**src/rtl/edge_irq_ctrl.sv**
```systemverilog
module edge_irq_ctrl #(
  parameter int NLINES = 21,
  parameter logic [NLINES-1:0] VALID = 21'h17FFFF
) (
  input  logic              clk,
  input  logic              rst_n,
  input  logic [NLINES-1:0] evt_in,
  input  logic              bus_we,
  input  logic [2:0]        bus_addr,
  input  logic [NLINES-1:0] bus_wdata,
  output logic [NLINES-1:0] bus_rdata,
  output logic [NLINES-1:0] irq
);
  localparam logic [2:0] A_RSEL  = 3'd0;
  localparam logic [2:0] A_FSEL  = 3'd1;
  localparam logic [2:0] A_SWT   = 3'd2;
  localparam logic [2:0] A_RPEND = 3'd3;
  localparam logic [2:0] A_FPEND = 3'd4;
  localparam logic [2:0] A_MASK  = 3'd5;

  logic [NLINES-1:0] in_q, rise_en, fall_en, rise_pend, fall_pend, mask_q;
  logic [NLINES-1:0] wd, sw, rise_set, fall_set, rise_clr, fall_clr;

  assign wd = bus_wdata & VALID;
  assign sw = (bus_we && bus_addr == A_SWT) ? wd : '0;

  assign rise_set = ((bus_we && bus_addr == A_RSEL) ? '0 : (evt_in & ~in_q & rise_en))
                  | (sw & rise_en);
  assign fall_set = ((bus_we && bus_addr == A_FSEL) ? '0 : (~evt_in & in_q & fall_en))
                  | (sw & fall_en);
  assign rise_clr = (bus_we && bus_addr == A_RPEND) ? wd : '0;
  assign fall_clr = (bus_we && bus_addr == A_FPEND) ? wd : '0;

  always_ff @(posedge clk or negedge rst_n) begin
    if (!rst_n) begin
      in_q      <= '0;
      rise_en   <= '0;
      fall_en   <= '0;
      mask_q    <= '0;
      rise_pend <= '0;
      fall_pend <= '0;
    end else begin
      in_q      <= evt_in;
      rise_pend <= ((rise_pend & ~rise_clr) | rise_set) & VALID;
      fall_pend <= ((fall_pend & ~fall_clr) | fall_set) & VALID;
      if (bus_we) begin
        case (bus_addr)
          A_RSEL:  rise_en <= wd;
          A_FSEL:  fall_en <= wd;
          A_MASK:  mask_q  <= wd;
          default: ;
        endcase
      end
    end
  end

  always_comb begin
    case (bus_addr)
      A_RSEL:  bus_rdata = rise_en;
      A_FSEL:  bus_rdata = fall_en;
      A_RPEND: bus_rdata = rise_pend;
      A_FPEND: bus_rdata = fall_pend;
      A_MASK:  bus_rdata = mask_q;
      default: bus_rdata = '0;
    endcase
  end

  assign irq = (rise_pend | fall_pend) & mask_q;
endmodule

```
**config.mk**
```make
export PLATFORM = sky130hd
export DESIGN_NAME = edge_irq_ctrl
export DESIGN_NICKNAME = d
export VERILOG_FILES = /design/src/rtl/edge_irq_ctrl.sv
export SDC_FILE = /design/constraint.sdc
export NUM_CORES = 1
export LEC_CHECK = 0
export ABC_CLOCK_PERIOD_IN_PS = 1590
export BUFFER_PORTS_ARGS = -buffer_cell sky130_fd_sc_hd__buf_4
export CAP_MARGIN = 20
export CORE_UTILIZATION = 57
export DETAILED_ROUTE_END_ITERATION = 8
export PLACE_DENSITY = 0.89
export SKIP_CTS_REPAIR_TIMING = 1
export SKIP_LAST_GASP = 1
export SLEW_MARGIN = 20
export SYNTH_ARGS = -nofsm -noshare
export SYNTH_HDL_FRONTEND = slang
export SYNTH_SLANG_ARGS = --single-unit
export TNS_END_PERCENT = 1
```
**constraint.sdc**
```tcl
create_clock -name clk -period 1.59 [get_ports clk]
set_input_delay 0.159 -clock clk [delete_from_list [all_inputs] [get_ports clk]]
set_output_delay 0.159 -clock clk [all_outputs]
set_load 0.02 [all_outputs]
```
==> results_dict.tcl, run 1 <==
set metrics [dict create \
    outcome "finished with violations" \
    violations "negative setup slack" \
    cts_tree "done" \
    cellLeakagePower_uw 0.00352 \
    arrival_ns 1.75 \
    slowest_delay_ns 0.41 \
    htreeDepth 4 \
    yosysWarnings 0 \
    post-route-drc-count 0 \
    netlist.top_cell.by_area "dfrtp_1" \
    cts_made_buffers 17 \
    routed_wl_um 18500 \
    synth.area.top_cells "dfrtp_1 51%, nand2_1 6.1%, o21ai_0 5.5%" \
    min_period_ns 1.91 \
    cp-start-kind "flop" \
    finalCritPeriodShare_pct 120 \
    wl_per_cell_um 21.6 \
    synth_ff_type "dfrtp_1" \
    ys_types 31 \
    row_count 36 \
    ir_drop_mv 0.922 \
    die_area_mm2 0.0107 \
    end_kind "primary output" \
    drtPass1Iterations 7 \
    fp.dieH_um 103 \
    area_growth_pct 33.9 \
    drive_above_1_share_pct 25.0 \
    cts_sinks 120 \
    clk_latency_ns 0.53 \
    drtIter0Drc 788 \
    ant_nets 0 \
    synth_area_per_cell_um2 10.2 \
    clockBufferDepth 2 \
    io_pins 90 \
    setup_slack_ns -0.318 \
    skew_ns 0.00928 \
    power_per_cell_area_mw_per_mm2 1340 \
    worst_hold_slack_ns 0.226 \
    track_usage_pct 31.6 \
    final-hold-violation-count 0 \
    cts_root_buffer "clkbuf_8" \
    synthArstFlopShare_pct 100 \
    synth-seq-cells 120 \
    diodes 0 \
    synth_area_mm2 0.00587 \
    syn_inst 578 \
    grt_pass1_vias 5040 \
    path_max_fanout 4 \
    slew_viol_final 0 \
    core_area_mm2 0.00986 \
    grt.overflow.total 0 \
    routabilityCongestion 0.874 \
    nets 760 \
    final_common_cell "dfrtp_1" \
    rsz0062_at_grt "yes" \
    via_per_inst 6.65 \
    clk_pin_slew_ns 0.06 \
    die_w_um 103 \
    tightest_slew_ns 0.676 \
    start_util_pct 59.5 \
    yosysTopAreaCellShare_pct 51.2 \
    synth-edff-count 0 \
    dp_slack_ns 0.0757 \
    port_buffers 85 \
    crit_required_ns 1.43 \
    antenna_found_initial 0 \
    grt_max_degree 121 \
    worstPathCellList "nor4b_1 -> a31oi_1 -> o211ai_1 -> buf_4" \
    cap_viol_max_count 0 \
    fmax_ghz 0.524 \
    vias 5700 \
    setup_viol 20 \
    ys_seq_area_share_pct 51.2 \
    grt_pass1_wl_um 25200 \
    hold_class "in -> async" \
    worstSetupPathType "reg -> out" \
    mostFrequentLayoutCells "120 x dfrtp_1, 111 x buf_4, 95 x nand2_1" \
    cp_slowest_cell "dfrtp_1" \
    dp_hpwl_um 9990 \
    timing.slew.headroom_pct 54.9 \
]
final cells by class:
cell class	instances	area (um^2)
Timing Repair Buffer	158	1360
Multi-Input combinational cell	375	2570
Tap cell	133	166
Sequential cell	120	3000
Fill cell	488	2010
Inverter	40	150
Clock inverter	13	179
Clock buffer	18	428
synth_stat cells, types with 17 or more instances:
library cell  number
a22o_1            20
a32o_1            20
clkbuf_1          17
dfrtp_1          120
inv_1             40
mux2_2            20
mux2i_1           24
nand2_1           95
nand3_1           21
o211ai_1          18
o21a_1            21
o21ai_0           65
o311ai_0          18
stage by stage:
step           std cells  setup TNS, ns  power, uW  instance area, um^2  util [%]
2_1_floorplan        579              0       5360                 5870         -
3_3_place_gp         784              0       6160                 6770      68.6
3_5_place_dp         784              0       6290                 6770      68.6
4_1_cts              815          -3.23      10300                 7370      74.7
5_1_grt              857          -5.04      10900                 7860      79.7
6_report             857          -3.73      10500                 7860      79.7
critical path, delay by kind of cell (launching register included):
kind                   cells  cell delay (ns)
AND/OR/NAND/NOR            1             0.33
AO/OA/AOI/OAI              2             0.28
flip-flops                 1             0.41
buffers and inverters      1             0.20
kinds of logic (layout without fill, tap and decap cells):
family	count (synthesis)	count (layout)	synth area share (%)
AO/OA/AOI/OAI	180	180	21.6
buffers and inverters	84	229	6.57
flip-flops	120	120	51.2
multiplexers	45	45	8.12
other	1	2	0.0639
AND/OR/NAND/NOR	148	148	12.5
path summary, 6_finish.rpt:
check | cells past startpoint | slack (ns) | from | endpoint
worst max-delay path | 4 | -0.32 | rise_en[11]$_DFFE_PN0N_ | bus_rdata[11]
worst min-delay path | 3 | 0.23 | rst_n | in_q[12]$_DFF_PN0_
worst max register to register | 2 | 0.57 | in_q[16]$_DFF_PN0_ | fall_pend[16]$_DFF_PN0_
worst min register to register | 2 | 0.51 | mask_q[2]$_DFFE_PN0P_ | mask_q[2]$_DFFE_PN0P_
max in group asynchronous | 3 | 0.82 | rst_n | mask_q[12]$_DFFE_PN0P_
min in group clk | 4 | 0.23 | bus_addr[1] | rise_pend[8]$_DFF_PN0_
registers in the layout, summed over array words and instances (netlist names):
name,count
fall_en,20
fall_pend,20
in_q,20
mask_q,20
rise_en,20
rise_pend,20
metal layers:
layer	share of wire [%]	global-route usage, %
met1	37	40.8
met2	48	49.9
met3	11	7.93
met4	4.3	15.5
met5	0	0
where the power goes:
group | switching [uW] | leakage (uW) | internal [uW] | total, uW
Combinational | 1190 | 0.00184 | 1090 | 2280
Sequential | 597 | 0.00139 | 3680 | 4270
Clock | 1410 | 0.000288 | 2560 | 3980
No activity file was read; power rests on OpenSTA's default activity.
==> run 2, diff against run 1 <==
Settings changed: CORE_UTILIZATION 57 to 50, PLACE_DENSITY 0.89 to 0.81.
==> run 2 against run 1 <==
  * The run still ends with negative setup slack left
  * Maximum frequency up 9.9%
  * Count of clock-buffer cells in the layout unchanged
  * Final area is 1.5% lower
  * Routed wire length down 14%
  * Final cell count shrank 0.82%
  * Critical path type unchanged
==> results_dict.tcl, run 2 (synthesis results as in run 1) <==
set metrics [dict create \
    clockBufferDepth 2 \
    area_growth_pct 31.9 \
    min_from "bus_wdata[20]" \
    clk_latency_ns 0.42 \
    cts_root_buffer "clkbuf_16" \
    clockPowerShare_pct 38.4 \
    dp_hpwl_um 10000 \
    cts_tree "done" \
    crit_required_ns 1.43 \
    placed_area_mm2 0.00679 \
    setup_slack_ns -0.146 \
    clk_pin_slew_ns 0.06 \
    drtPass1Iterations 5 \
    p_sw_uw 3050 \
    cts_made_buffers 17 \
    power.internal_uw 7380 \
    fmax_ghz 0.576 \
    die_area_mm2 0.0122 \
    grt.overflow.total 0 \
    fp.dieH_um 110 \
    finalCritPeriodShare_pct 109 \
    start_util_pct 51.4 \
    drive_above_1_share_pct 26.2 \
    drtIter0Drc 413 \
    met1_usage_pct 35.2 \
    grt_pass1_wl_um 25000 \
    reg2reg_from "in_q[9]$_DFF_PN0_" \
    port_buffers 85 \
    post-route-drc-count 0 \
    io_pins 90 \
    cts_sinks 120 \
    ant_nets 0 \
    vias 5223 \
    nets 742 \
    violations "negative setup slack" \
    gr-max-usage-layer "met2" \
    routed_wl_um 16000 \
    final_common_cell "dfrtp_1" \
    htreeDepth 4 \
    row_count 39 \
    hold_class "in -> reg" \
    final-hold-violation-count 0 \
    min_period_ns 1.74 \
    p_seq_share_pct 40.4 \
    worst_hold_slack_ns 0.00208 \
    grt_pass1_vias 5105 \
    p_comb_share_pct 21.2 \
    path_max_fanout 3 \
    grt_max_degree 82 \
    cellLeakagePower_uw 0.00346 \
    die_w_um 110 \
    rsz0062_at_grt "yes" \
    dp_slack_ns 0.0868 \
    power_per_cell_area_mw_per_mm2 1350 \
    grtUsageMet3_pct 6.82 \
    wl_per_cell_um 18.8 \
    worstSetupStartpoint "rise_en[20]$_DFFE_PN0N_" \
    arrival_ns 1.58 \
    setup_viol 13 \
    fin_area_mm2 0.00774 \
    outcome "finished with violations" \
    skew_ns 0.00525 \
    diodes 0 \
    core_area_mm2 0.0114 \
    cp-start-kind "flop" \
    end_kind "primary output" \
    slew_viol_final 0 \
    sw_frac_of_total_pct 29.3 \
    routabilityCongestion 0.837 \
    track_usage_pct 27.9 \
    mostFrequentLayoutCells "120 x dfrtp_1, 110 x buf_4, 95 x nand2_1" \
    ir_drop_mv 1.13 \
    via_per_inst 6.14 \
    grt_use_met2_pct 44.5 \
    antenna_found_initial 0 \
    worstSetupPathType "reg -> out" \
    cap_viol_max_count 0 \
]
==> run 2: cell count changes in the layout (fill, tap and decap cells not counted), moves of 2 or more <==
| cell | before | now |
|---|---|---|
| dlygate4sd3_1 | 41 | 21 |
| buf_12 | 6 | 9 |
| clkbuf_8 | 2 | 0 |
| clkinv_2 | 4 | 6 |
| nor4b_1 | 7 | 5 |
| nor4b_2 | 6 | 8 |
==> run 2: final timing paths <==
kind	slack (ns)	to	cells past startpoint
hold reg to reg	0.51	fall_en[17]$_DFFE_PN0N_	2
setup reg to reg	0.57	fall_pend[9]$_DFF_PN0_	2
max in group asynchronous	0.90	rise_pend[5]$_DFF_PN0_	3
setup / recovery	-0.15	bus_rdata[20]	4
min in group asynchronous	0.25	rise_en[18]$_DFFE_PN0N_	3
hold / removal	0.002	rise_en[20]$_DFFE_PN0N_	2
==> run 2: cell type report <==
type	instances	area [um^2]
well taps	143	179
repair buffers	140	1220
multi-input cells	375	2580
inverters	40	150
clock buffers	18	429
fillers	833	3680
clock inverters	14	181
flip-flops and latches	120	3000
==> run 2: per-layer routing <==
layer  vias to the layer above  wire length (um)
met2                       266              7910
met5                         -                 0
met4                         0               476
met1                      2556              6340
met3                        47              1280
li1                       2354                 -
==> run 2: power groups by stage <==
stage | clock (uW) | sequential [uW] | combinational, uW
2_1_floorplan | 0 | 4080 | 1280
3_3_place_gp | 0 | 4200 | 1990
3_5_place_dp | 0 | 4240 | 2070
4_1_cts | 4050 | 4200 | 2090
5_1_grt | 4170 | 4290 | 2410
6_report | 4000 | 4210 | 2220
==> run 2: through the flow <==
stage	util, %	TNS (ns)	power [uW]	instances
after floorplan	-	0	5360	579
after global placement	59.5	0	6190	791
after detailed placement	59.5	0	6300	791
after CTS	64.8	-0.671	10300	823
after global routing	67.8	-1.52	10900	850
final	67.8	-0.447	10400	850
==> run 2: worst max-delay path, stage by stage (launching register included) <==
cell and delay [ns]:
dfrtp_1 0.40, nor4b_2 0.17, a31oi_1 0.22, o211ai_1 0.17
buf_4 0.19
